### src/rtl/bep_pkg.sv
`timescale 1ns/1ps
package bep_pkg;
  // Action chosen for the current cycle
  typedef enum logic [2:0] {
    ACT_NONE  = 3'd0,
    ACT_WAKE  = 3'd1,
    ACT_DBG   = 3'd2,
    ACT_INT   = 3'd3,
    ACT_HOLD  = 3'd4,
    ACT_FETCH = 3'd5
  } act_e;

  // Inhibit mask layout
  localparam int INH_W   = 2;
  localparam int INH_INT = 0;
  localparam int INH_DBG = 1;
endpackage

### src/rtl/bep_halt_ctl.sv
`timescale 1ns/1ps
module bep_halt_ctl (
  input  logic clk,
  input  logic rst_n,
  input  logic halt_i,
  input  logic irq_i,
  input  logic int_en_i,
  output logic halted_o,
  output logic wake_req_o
);
  logic halted_q;

  // Wake condition seen while halted
  assign wake_req_o = halted_q & irq_i & int_en_i;
  assign halted_o   = halted_q;

  always_ff @(posedge clk) begin
    if (!rst_n)          halted_q <= 1'b0;
    else if (wake_req_o) halted_q <= 1'b0;
    else if (halt_i)     halted_q <= 1'b1;
  end
endmodule

### src/rtl/bep_trap_store.sv
`timescale 1ns/1ps
module bep_trap_store
  import bep_pkg::*;
#(
  parameter int TRAP_W   = 32,
  parameter int STEP_BIT = 14
) (
  input  logic              clk,
  input  logic              rst_n,
  input  logic              eval_i,
  input  logic              consume_i,
  input  logic              wake_i,
  input  logic              step_sched_i,
  input  logic [TRAP_W-1:0] trap_set_i,
  input  logic [INH_W-1:0]  inh_set_i,
  output logic [TRAP_W-1:0] trap_o,
  output logic [INH_W-1:0]  inh_o
);
  logic [TRAP_W-1:0] trap_q, trap_d;
  logic [INH_W-1:0]  inh_q, inh_d;

  always_comb begin
    trap_d = trap_q;
    inh_d  = inh_q;
    if (wake_i) begin
      trap_d = '0;
      inh_d  = '0;
    end else begin
      if (consume_i)    trap_d = '0;
      if (step_sched_i) trap_d[STEP_BIT] = 1'b1;
      trap_d = trap_d | trap_set_i;
      if (eval_i)       inh_d = '0;
      inh_d = inh_d | inh_set_i;
    end
  end

  always_ff @(posedge clk) begin
    if (!rst_n) begin
      trap_q <= '0;
      inh_q  <= '0;
    end else begin
      trap_q <= trap_d;
      inh_q  <= inh_d;
    end
  end

  assign trap_o = trap_q;
  assign inh_o  = inh_q;
endmodule

### src/rtl/bep_arbiter.sv
`timescale 1ns/1ps
module bep_arbiter
  import bep_pkg::*;
#(
  parameter int TRAP_W   = 32,
  parameter int TASK_BIT = 15
) (
  input  logic              halted_i,
  input  logic              wake_req_i,
  input  logic              boundary_i,
  input  logic [TRAP_W-1:0] trap_i,
  input  logic [INH_W-1:0]  inh_i,
  input  logic              irq_i,
  input  logic              int_en_i,
  input  logic              hold_req_i,
  output act_e              act_o
);
  logic task_trap, any_trap, int_ok;

  assign task_trap = trap_i[TASK_BIT];
  assign any_trap  = |trap_i;
  assign int_ok    = irq_i & int_en_i & ~inh_i[INH_INT];

  // Fixed boundary priority: task trap, debug traps, interrupt, hold, fetch
  always_comb begin
    act_o = ACT_NONE;
    if (halted_i) begin
      if (wake_req_i) act_o = ACT_WAKE;
    end else if (boundary_i) begin
      if (task_trap)                          act_o = ACT_DBG;
      else if (any_trap && !inh_i[INH_DBG])   act_o = ACT_DBG;
      else if (int_ok)                        act_o = ACT_INT;
      else if (hold_req_i)                    act_o = ACT_HOLD;
      else                                    act_o = ACT_FETCH;
    end
  end
endmodule

### src/rtl/bep_action_reg.sv
`timescale 1ns/1ps
module bep_action_reg
  import bep_pkg::*;
#(
  parameter int TRAP_W = 32
) (
  input  logic              clk,
  input  logic              rst_n,
  input  act_e              act_i,
  input  logic [TRAP_W-1:0] trap_i,
  output logic              wake_o,
  output logic              dbg_exc_o,
  output logic              int_ack_o,
  output logic              hold_ack_o,
  output logic              fetch_o,
  output logic              ext_evt_o,
  output logic [TRAP_W-1:0] dbg_status_o
);
  logic              commit_dbg;
  logic [TRAP_W-1:0] status_q;

  assign commit_dbg = (act_i == ACT_DBG);

  always_ff @(posedge clk) begin
    if (!rst_n) begin
      wake_o     <= 1'b0;
      dbg_exc_o  <= 1'b0;
      int_ack_o  <= 1'b0;
      hold_ack_o <= 1'b0;
      fetch_o    <= 1'b0;
      ext_evt_o  <= 1'b0;
    end else begin
      wake_o     <= (act_i == ACT_WAKE);
      dbg_exc_o  <= commit_dbg;
      int_ack_o  <= (act_i == ACT_INT);
      hold_ack_o <= (act_i == ACT_HOLD);
      fetch_o    <= (act_i == ACT_FETCH);
      ext_evt_o  <= (act_i == ACT_INT);
    end
  end

  // Sticky status bits, one flop per trap bit
  for (genvar b = 0; b < TRAP_W; b++) begin : g_status
    always_ff @(posedge clk) begin
      if (!rst_n)                       status_q[b] <= 1'b0;
      else if (commit_dbg && trap_i[b]) status_q[b] <= 1'b1;
    end
  end

  assign dbg_status_o = status_q;
endmodule

### src/rtl/bep_event_prio.sv
`timescale 1ns/1ps
module bep_event_prio
  import bep_pkg::*;
#(
  parameter int TRAP_W   = 32,
  parameter int TASK_BIT = 15,
  parameter int STEP_BIT = 14
) (
  input  logic              clk,
  input  logic              rst_n,
  input  logic              boundary_i,
  input  logic              halt_i,
  input  logic [TRAP_W-1:0] trap_set_i,
  input  logic [1:0]        inh_set_i,
  input  logic              irq_i,
  input  logic              int_en_i,
  input  logic              hold_req_i,
  input  logic              step_i,
  output logic              wake_o,
  output logic              dbg_exc_o,
  output logic              int_ack_o,
  output logic              hold_ack_o,
  output logic              fetch_o,
  output logic              ext_evt_o,
  output logic [TRAP_W-1:0] dbg_status_o,
  output logic              pending_o
);
  logic              halted, wake_req, eval, step_sched;
  logic [TRAP_W-1:0] trap_vec;
  logic [INH_W-1:0]  inh_vec;
  act_e              act;

  bep_halt_ctl u_halt (
    .clk        (clk),
    .rst_n      (rst_n),
    .halt_i     (halt_i),
    .irq_i      (irq_i),
    .int_en_i   (int_en_i),
    .halted_o   (halted),
    .wake_req_o (wake_req)
  );

  assign eval       = boundary_i & ~halted;
  assign step_sched = eval & step_i & (act != ACT_DBG);

  bep_trap_store #(.TRAP_W(TRAP_W), .STEP_BIT(STEP_BIT)) u_store (
    .clk          (clk),
    .rst_n        (rst_n),
    .eval_i       (eval),
    .consume_i    (act == ACT_DBG),
    .wake_i       (wake_req),
    .step_sched_i (step_sched),
    .trap_set_i   (trap_set_i),
    .inh_set_i    (inh_set_i),
    .trap_o       (trap_vec),
    .inh_o        (inh_vec)
  );

  bep_arbiter #(.TRAP_W(TRAP_W), .TASK_BIT(TASK_BIT)) u_arb (
    .halted_i   (halted),
    .wake_req_i (wake_req),
    .boundary_i (boundary_i),
    .trap_i     (trap_vec),
    .inh_i      (inh_vec),
    .irq_i      (irq_i),
    .int_en_i   (int_en_i),
    .hold_req_i (hold_req_i),
    .act_o      (act)
  );

  bep_action_reg #(.TRAP_W(TRAP_W)) u_act (
    .clk          (clk),
    .rst_n        (rst_n),
    .act_i        (act),
    .trap_i       (trap_vec),
    .wake_o       (wake_o),
    .dbg_exc_o    (dbg_exc_o),
    .int_ack_o    (int_ack_o),
    .hold_ack_o   (hold_ack_o),
    .fetch_o      (fetch_o),
    .ext_evt_o    (ext_evt_o),
    .dbg_status_o (dbg_status_o)
  );

  assign pending_o = irq_i | hold_req_i | step_i | (|trap_vec);
endmodule

### config.mk
export PLATFORM = sky130hd
export DESIGN_NAME = bep_event_prio
export DESIGN_NICKNAME = d
export VERILOG_FILES = /design/src/rtl/bep_pkg.sv /design/src/rtl/bep_halt_ctl.sv /design/src/rtl/bep_trap_store.sv /design/src/rtl/bep_arbiter.sv /design/src/rtl/bep_action_reg.sv /design/src/rtl/bep_event_prio.sv
export SDC_FILE = /design/constraint.sdc
export NUM_CORES = 1
export LEC_CHECK = 0
export ABC_AREA = 1
export BUFFER_PORTS_ARGS = -buffer_cell sky130_fd_sc_hd__buf_2
export CAP_MARGIN = 10
export CORE_ASPECT_RATIO = 1.75
export CORE_MARGIN = 5
export CORE_UTILIZATION = 30
export CTS_CLUSTER_DIAMETER = 150
export DETAILED_ROUTE_END_ITERATION = 12
export GPL_TIMING_DRIVEN = 0
export PLACE_DENSITY_LB_ADDON = 0.25
export SYNTH_ARGS = -nofsm -noshare
export SYNTH_HDL_FRONTEND = slang
export SYNTH_SLANG_ARGS = --single-unit
### constraint.sdc
create_clock -name clk -period 1.4 [get_ports clk]
set_input_delay 0.28 -clock clk [delete_from_list [all_inputs] [get_ports clk]]
set_output_delay 0.28 -clock clk [all_outputs]
set_load 0.005 [all_outputs]
# Yosys cells after proc, flatten, opt, wreduce, memory -nomap -nowiden
# Cells that the tools add are included.
# classes
n_mux,13
bitwise_logic,15
n_reduce_logical,36
n_eq_ne,6
# ops
cell,count
2-to-1 mux 32 bit,2
logical AND 1 bit,33
OR 32 bit,1
OR reduction 32 bit,1
2-to-1 mux 3 bit,5
AND 1 bit,7
== test 3 x 2 -> 1 bit (second input constant),2
== test 3 bit (second input constant),2
2-to-1 mux 1 bit,4
2-to-1 mux 2 bit,2
== test 3 x 1 -> 1 bit (second input constant),1
!= test 3 x 2 -> 1 bit (second input constant),1
NOT 1 bit,3
OR 1 bit,3
OR 2 bit,1
OR reduction 2 bit,1
logical NOT 1 bit,1
# word_totals
wordCells,110
register_bits,72
out_inout_bits,39
in_bits,42

# Logic depth before layout (Yosys ltp)
# Gate-level depths: netlist of run 1.
# logic_depth
ltp_word,13
mapped_depth,11
depth_no_buf,10

# Modules after synthesis
# From an unflattened synthesis of run 1, not the netlist that was laid out.
# unflattened
hier_cells,396
area_unflattened_um2,3060.4
# by_module_without_submodules
mod,cells_per_inst,area_per_inst_um2,seq_area_each_um2,instances
bep_action_reg,158,1365.1,740.7,1
bep_trap_store,146,1313.8,680.7,1
bep_arbiter,46,182.7,0.0,1
bep_event_prio,40,156.4,0.0,1
bep_halt_ctl,6,42.5,20.0,1

# Least setup slack after synthesis of run 1
# No wires, ideal clock.
# synth_path
kind,reg2reg
start,"reg u_store.trap_q[6], in the netlist u_store.trap_o[6]"
end,"reg u_act.status_q[15], in the netlist u_act.dbg_status_o[15]"
path_buffers,1
path_stages_with_launch,12
period_less_slack_ps,1444
path_slack_ps,-44
arrival_time_ps,1312
required_ps,1268
setup_time_ps,132
cell_sequence,dfxtp_1 -> nor2_1 -> nand2_1 -> nor2_1 -> nand2_1 -> o21ai_4 -> nand2_1 -> nand2_1 -> nor2_4 -> buf_6 -> nand2_1 -> a21oi_1
# synth_via
elab_chain_cells,8
# synth_lines
element,line,text
from (decl),bep_trap_store.sv:19,"logic [TRAP_W-1:0] trap_q, trap_d;"
from (signal assigned),bep_trap_store.sv:42,trap_q <= trap_d;
OR reduction 32 bit,bep_arbiter.sv:21,assign any_trap = |trap_i;
logical AND 1 bit,bep_arbiter.sv:31,else if (any_trap && !inh_i[INH_DBG]) act_o = ACT_DBG;
2-to-1 mux 3 bit,bep_arbiter.sv:31,
2-to-1 mux 3 bit,bep_arbiter.sv:30,if (task_trap) act_o = ACT_DBG;
2-to-1 mux 3 bit,bep_arbiter.sv:29,end else if (boundary_i) begin
2-to-1 mux 3 bit,bep_arbiter.sv:27,if (halted_i) begin
== test 3 x 2 -> 1 bit,bep_action_reg.sv:22,assign commit_dbg = (act_i == ACT_DBG);
logical AND 1 bit,bep_action_reg.sv:46,else if (commit_dbg && trap_i[b]) status_q[b] <= 1'b1;
"to (signal, indexed assignment)",bep_action_reg.sv:45,if (!rst_n) status_q[b] <= 1'b0;
"to (signal, indexed assignment)",bep_action_reg.sv:46,
to (decl),bep_action_reg.sv:20,logic [TRAP_W-1:0] status_q;
# Every way passes these cells.
# A chain may end at the register's enable or synchronous reset.

# Worst setup path in the final report of run 1
# layout_path
start,"reg u_store.trap_q[3], in the netlist u_store.trap_o[3]"
end,out pending_o
# layout_via
elab_chain_cells,2
# layout_lines
element,line,text
OR reduction 32 bit,bep_event_prio.sv:85,assign pending_o = irq_i | hold_req_i | step_i | (|trap_vec);
OR 1 bit,bep_event_prio.sv:85,
to (decl),bep_event_prio.sv:26,output logic pending_o
# Every way passes these cells.

==> results_dict.tcl, run 1 <==
set metrics [dict create \
    pint_mw 3.90 \
    fin_crit_ns 1.69 \
    finish.utilization_pct 45.6 \
    final_design_area_no_fill_um2 3980 \
    place.port_buffers 80 \
    worstHoldPathType "input pin to flip-flop" \
    timing.setup.critical_path_class "flip-flop to output port" \
    grt_pass1_wl_um 11000 \
    max-cap-violations 0 \
    wl_met3_um 379 \
    placement.cell_area_um2 3240 \
    die_height_um 135 \
    htree_num_levels 3 \
    whs_ns 0.172 \
    route.top_layer_used "met4" \
    synth_xor_area_share_pct 0 \
    dp_slack_ns -0.340 \
    drive_gt1_share_pct 48.5 \
    postRouteWirelength_um 7050 \
    antenna_cells_inserted 0 \
    critical_path_source "u_store.trap_o[3]" \
    dp_hpwl_um 4990 \
    skew_ns 0.00439 \
    power.static_leakage_nw 1.87 \
    worst-path-max-fanout 2 \
    multiInputGateArea_um2 1160 \
    worstPathRequired_ns 1.12 \
    chipWidth_um 81.5 \
    failing_checks "setup timing" \
    vias_per_cell 4.20 \
    power_per_cell_area_nw_per_um2 1310 \
    io_pins 81 \
    gpl.final_weighted_congestion 0.706 \
    post-layout-total-power_mw 5.19 \
    max-vdd-ir-drop_uv 692 \
    fmaxAchievable_mhz 592 \
    crit_top_cell "sky130_fd_sc_hd__nor2_2" \
    nets 492 \
    worst_slew_pin_slew_ns 0.624 \
    syn_inst_count 347 \
    sequential_power_share_pct 44.2 \
    synthesis.nets 389 \
    synth_top_area_cells "sky130_fd_sc_hd__dfxtp_1, sky130_fd_sc_hd__nand2_1, sky130_fd_sc_hd__a21oi_1, sky130_fd_sc_hd__inv_1, sky130_fd_sc_hd__nor2_1" \
    tritoncts_clock_tree "built" \
    synth.yosys.seq_area_share_pct 53.7 \
    hold_viol 0 \
    final_max_slew_viol_count 0 \
    power.clock.fraction_pct 42.0 \
    clk_pin_slew_ns 0.06 \
    cp-start-kind "flip-flop" \
    most-common-layout-cells "sky130_fd_sc_hd__buf_2, sky130_fd_sc_hd__inv_1, sky130_fd_sc_hd__dfxtp_1" \
    timing.critical_path.to_type "output port" \
    sequential_cell_area_um2 1460 \
    timing.critical_path.slowest_stage_cell "sky130_fd_sc_hd__dfxtp_2" \
    timing.rr.start "u_store.trap_o[3]" \
    final_common_cell "sky130_fd_sc_hd__buf_2" \
    grt_pass1_vias 2371 \
    critPathArrivalTime_ns 1.41 \
    cts-buffers-inserted 9 \
    distinct_cells_synth 19 \
    placeableCoreArea_um2 8730 \
    min-delay-start "halt_i" \
    syn_area_um2 2680 \
    grt_antenna_before_repair 0 \
    hold_buffers 0 \
    critical_path.max_stage_delay_ns 0.32 \
    yosys.area_share.simple_pct 18.5 \
    row_count 45 \
    ys.warnings.count 0 \
    detailroute.wirelength.met2_um 3720 \
    synth_top_area_cell "sky130_fd_sc_hd__dfxtp_1" \
    insertion_delay_ns 0.33 \
    grt.total_usage_pct 13.7 \
    timing.critical_path.cells "nor2_1, nand2_1, nor2_2, nand2_2, nor2_2, nand4_1, buf_2" \
    cts_buffer_depth 2 \
    yosys_register_bits 72 \
    antenna_violating_nets_post_route 0 \
    cts_root_buf "sky130_fd_sc_hd__clkbuf_16" \
    grt_setup_unrepaired "true" \
    synth_top_family_by_area "simple AND/OR/NAND/NOR gates" \
    cp.buffers_inverters 1 \
    slew-limit-headroom_pct 58.4 \
    grt_max_degree 12 \
    post_synth.cell_area_avg_um2 7.73 \
    post_synth_mux_area_share_pct 0 \
    cts_sinks 72 \
    post-route-period-util_pct 121 \
    drtIter0Drc 91 \
    setup_slack_ns -0.289 \
    run_status "complete, but fails checks" \
    power.switching_fraction_pct 24.8 \
    grt_remaining_overflow 0 \
    post_drt_wl_per_cell_um 12.3 \
    power.share.combinational_pct 13.8 \
    drt-pass1-iter-count 4 \
    netlist.area_leader.share_pct 53.7 \
    syn_to_final_growth_pct 48.3 \
    number_of_vias_in_the_routed_layout 2396 \
    wirelength_met1_um 2750 \
    drt_drc_violations_left 0 \
    fill_cells 894 \
    synthAdderAreaFrac_pct 0 \
    total_switching_power_mw 1.29 \
    die_area_um2 11000 \
    start_util_pct 30.7 \
    total_of_endpoints_with_negative_setup_slack_in_the_final_report 67 \
    synth_compound_area_share_pct 14.0 \
    critPathTopFamily "simple AND/OR/NAND/NOR gates" \
]
## sequential cells by signal (all words and copies together), names as in the netlist
name                count
u_halt.halted_o         1
u_act.dbg_status_o     32
u_act.wake_o            1
u_act.fetch_o           1
u_store.inh_o           2
u_store.trap_o         32
u_act.hold_ack_o        1
u_act.dbg_exc_o         1
u_act.int_ack_o         1
## metal layers
metal | global-route usage (%) | vias up
li1 | - | 1247
met1 | 14.9 | 1080
met4 | 7.71 | 0
met3 | 3.67 | 12
met5 | 0 | -
met2 | 23.4 | 57
## power groups by stage
stage	Combinational, mW	Sequential [mW]	Clock [mW]
CTS	0.686	2.28	2.25
detailed placement	0.536	2.31	0
global route	0.797	2.31	2.34
global placement	0.527	2.31	0
finish	0.715	2.30	2.18
floorplan	0.325	2.31	0
## worst register-to-register path: stages, from the launching register on
cell and delay [ns]:
sky130_fd_sc_hd__dfxtp_2 0.32, sky130_fd_sc_hd__nor2_1 0.11, sky130_fd_sc_hd__nand2_1 0.08, sky130_fd_sc_hd__nor2_2 0.13, sky130_fd_sc_hd__nand2_2 0.10, sky130_fd_sc_hd__o21ai_4 0.24, sky130_fd_sc_hd__a21oi_2 0.10, sky130_fd_sc_hd__nand2_4 0.15
sky130_fd_sc_hd__buf_12 0.12, sky130_fd_sc_hd__buf_8 0.10, sky130_fd_sc_hd__nand2_1 0.06, sky130_fd_sc_hd__a21oi_2 0.11
## synthesized netlist by cell type
| library cell | number |
|---|---|
| sky130_fd_sc_hd__nor3_2 | 2 |
| sky130_fd_sc_hd__inv_2 | 1 |
| sky130_fd_sc_hd__a21oi_4 | 1 |
| sky130_fd_sc_hd__buf_2 | 3 |
| sky130_fd_sc_hd__o21bai_1 | 1 |
| sky130_fd_sc_hd__buf_6 | 6 |
| sky130_fd_sc_hd__nor2_4 | 1 |
| sky130_fd_sc_hd__dfxtp_1 | 72 |
| sky130_fd_sc_hd__a21oi_1 | 62 |
| sky130_fd_sc_hd__nand4_1 | 2 |
| sky130_fd_sc_hd__buf_4 | 1 |
| sky130_fd_sc_hd__nor3_1 | 2 |
| sky130_fd_sc_hd__clkbuf_1 | 3 |
| sky130_fd_sc_hd__nand2_1 | 84 |
| sky130_fd_sc_hd__a21oi_2 | 3 |
| sky130_fd_sc_hd__inv_1 | 70 |
| sky130_fd_sc_hd__o21ai_4 | 1 |
| sky130_fd_sc_hd__nor2_1 | 31 |
| sky130_fd_sc_hd__nand2_4 | 1 |
## per-stage QoR
stage,cells,TNS (ns)
floorplan,347,-0.707
global placement,544,-17.44
detailed placement,544,-19.12
CTS,570,-17.38
global route,571,-25.82
finish,571,-14.96
## cell families after synthesis
logic type,Yosys count
AO/OA/AOI/OAI,68
buffers and inverters,84
flip-flops,72
AND/OR/NAND/NOR,123
## cell type report
class	count	area share (%)
multi-input cells	191	29.1
plain buffers	13	2.89
inverters	71	6.70
clock inverters	2	0.314
clock buffers	13	7.04
repair buffers	92	13.5
flip-flops and latches	72	36.7
well taps	117	3.68
## worst paths after layout
kind,to,slack (ns),cells after the start
max,pending_o,-0.29,7
min,u_halt.halted_o,0.17,3
max reg2reg,u_store.trap_o[17],-0.28,11
min reg2reg,u_act.dbg_status_o[21],0.44,2
## repair_timing
| item | 4_1_cts | 5_1_grt |
|---|---|---|
| setup buffers | 7 | 2 |
| gates resized for setup | 72 | 43 |
| gates cloned | 4 | 0 |
| pin swaps | 15 | 18 |
| endpoints found under the setup margin | 71 | 72 |
Note: power is estimated with default switching activity, not from simulation.
==> run 2, diff against run 1 <==
--- a/config.mk
+++ b/config.mk
@@ -10,7 +10,7 @@
 export CAP_MARGIN = 10
 export CORE_ASPECT_RATIO = 1.75
 export CORE_MARGIN = 5
-export CORE_UTILIZATION = 30
+export CORE_UTILIZATION = 45
 export CTS_CLUSTER_DIAMETER = 150
 export DETAILED_ROUTE_END_ITERATION = 12
 export GPL_TIMING_DRIVEN = 0
==> run 2 against run 1 <==
  * The flow still finishes with violations (setup timing)
  * Utilization increased by 24 points
  * Total power decreased by 6.7%
  * Global-route usage increased by 5.3 points
  * Critical path type is now flip-flop to flip-flop
  * Largest cell class unchanged
  * Largest power group unchanged
==> results_dict.tcl, run 2 (synthesis results as in run 1) <==
set metrics [dict create \
    run_status "complete, but fails checks" \
    failing_checks "setup timing" \
    postRouteWirelength_um 7320 \
    syn_to_final_growth_pct 52.1 \
    cts-buffers-inserted 9 \
    worst-path-max-fanout 8 \
    timing.critical_path.to_type "flip-flop" \
    post-route-period-util_pct 126 \
    drtIter0Drc 60 \
    dp_hpwl_um 4560 \
    placeableCoreArea_um2 5830 \
    skew_ns 0.00820 \
    dp.cells 505 \
    finish.utilization_pct 69.9 \
    io_pins 81 \
    worstHoldPathType "input pin to flip-flop" \
    setup_slack_ns -0.359 \
    row_count 37 \
    grt_setup_unrepaired "true" \
    critical_path.max_stage_delay_ns 0.35 \
    final_common_cell "sky130_fd_sc_hd__buf_2" \
    dp_slack_ns -0.293 \
    fin_crit_ns 1.76 \
    number_of_vias_in_the_routed_layout 2526 \
    nets 499 \
    post_drt_wl_per_cell_um 13.6 \
    number_of_standard_cells_in_the_layout_taps_in_and_fillers_out 539 \
    final_max_slew_viol_count 0 \
    post-layout-total-power_mw 4.85 \
    worstPathRequired_ns 1.68 \
    insertion_delay_ns 0.35 \
    most-common-layout-cells "sky130_fd_sc_hd__buf_2, sky130_fd_sc_hd__inv_1, sky130_fd_sc_hd__a21oi_2, sky130_fd_sc_hd__dfxtp_1, sky130_fd_sc_hd__nand2_2" \
    sequential_cell_area_um2 1480 \
    drive_gt1_share_pct 59.7 \
    cts_buffer_depth 2 \
    timing.critical_path.slowest_stage_cell "sky130_fd_sc_hd__dfxtp_1" \
    start_util_pct 46.0 \
    timing.critical_path.cells "nor2_1, nand2_1, nor2_2, nand2_2, o21ai_4, a21oi_2, nand2_4, buf_6, nand2_1, a21oi_2" \
    cts_sinks 72 \
    place.port_buffers 80 \
    cp-start-kind "flip-flop" \
    antenna_cells_inserted 0 \
    power.static_leakage_nw 1.94 \
    grt_pass1_vias 2465 \
    final_design_area_no_fill_um2 4080 \
    die_height_um 112 \
    finalSetupTns_ns -20.06 \
    clk_pin_slew_ns 0.07 \
    timing.setup.critical_path_class "flip-flop to flip-flop" \
    multiInputGateArea_um2 1360 \
    slew-limit-headroom_pct 53.7 \
    whs_ns 0.156 \
    fill_cells 482 \
    grt_max_degree 12 \
    grt.total_usage_pct 19.1 \
    drt-pass1-iter-count 4 \
    chipWidth_um 68.4 \
    grt_remaining_overflow 0 \
    total_of_endpoints_with_negative_setup_slack_in_the_final_report 68 \
    worst-r2r-setup-slack_ns -0.36 \
    antenna_violating_nets_post_route 0 \
    gpl.final_weighted_congestion 0.804 \
    hold_viol 0 \
    drt_drc_violations_left 0 \
    cts_root_buf "sky130_fd_sc_hd__clkbuf_8" \
    max-vdd-ir-drop_uv 1070 \
    vias_per_cell 4.69 \
    tritoncts_clock_tree "built" \
    placement.cell_area_um2 3190 \
    critPathArrivalTime_ns 2.04 \
    grt_antenna_before_repair 0 \
    htree_num_levels 3 \
    fmaxAchievable_mhz 569 \
    grt_pass1_wl_um 11000 \
    power_per_cell_area_nw_per_um2 1190 \
    worst_slew_pin_slew_ns 0.695 \
    max-cap-violations 0 \
    die_area_um2 7670 \
]
-- run 2: cell count changes in the layout (fill, tap and decap cells not counted), moves of 4 or more --
| cell | change |
|---|---|
| sky130_fd_sc_hd__buf_4 | +7 |
| sky130_fd_sc_hd__clkbuf_8 | +5 |
| sky130_fd_sc_hd__nor2_1 | -6 |
| sky130_fd_sc_hd__nand2_1 | -14 |
| sky130_fd_sc_hd__nand2_4 | +12 |
| sky130_fd_sc_hd__buf_6 | +4 |
| sky130_fd_sc_hd__nor2_2 | +4 |
| sky130_fd_sc_hd__a21oi_2 | +22 |
| sky130_fd_sc_hd__a21oi_1 | -22 |
| sky130_fd_sc_hd__dfxtp_2 | +5 |
| sky130_fd_sc_hd__clkbuf_16 | -9 |
| sky130_fd_sc_hd__dfxtp_1 | -8 |
-- run 2: repair_timing --
action | CTS | global route
hold buffers | 0 | 0
setup buffers | 9 | 5
gates cloned | 6 | 0
gates resized for setup | 94 | 90
setup endpoints to repair | 70 | 72
pin swaps | 22 | 34
-- run 2: final timing paths --
kind	from	cells past startpoint	end
worst max-delay path	u_store.trap_o[18]	10	u_store.trap_o[28]
worst min-delay path	halt_i	3	u_halt.halted_o
worst max register to register	u_store.trap_o[18]	10	u_store.trap_o[28]
worst min register to register	u_act.dbg_status_o[21]	2	u_act.dbg_status_o[21]
-- run 2: report_power, final --
part	switching [mW]	total, mW	internal [mW]
registers	0.115	2.31	2.19
clock network	0.726	1.71	0.989
logic	0.455	0.824	0.368
-- run 2: worst max-delay path: cells and delay by family (launching register included) --
family,cells,cell delay [ns]
buf+inv,1,0.16
flops,1,0.35
compound gates,3,0.50
simple gates,6,0.70
-- run 2: metal layers --
layer,vias up,GRT usage [%],share of wire (%)
met5,-,0,0
met4,0,8.50,2.8
met3,23,5.61,4.8
met2,74,33.2,55
met1,1166,20.4,37
li1,1263,-,-
-- run 2: final cells by class --
class                           instances  area share (%)
Tap cell                               78            2.39
Inverter                               71            6.53
Sequential cell                        72            36.2
Buffer                                 13            2.55
Multi-Input combinational cell        191            33.2
Clock inverter                          4            1.72
Clock buffer                           11            3.22
Timing Repair Buffer                   99            14.1
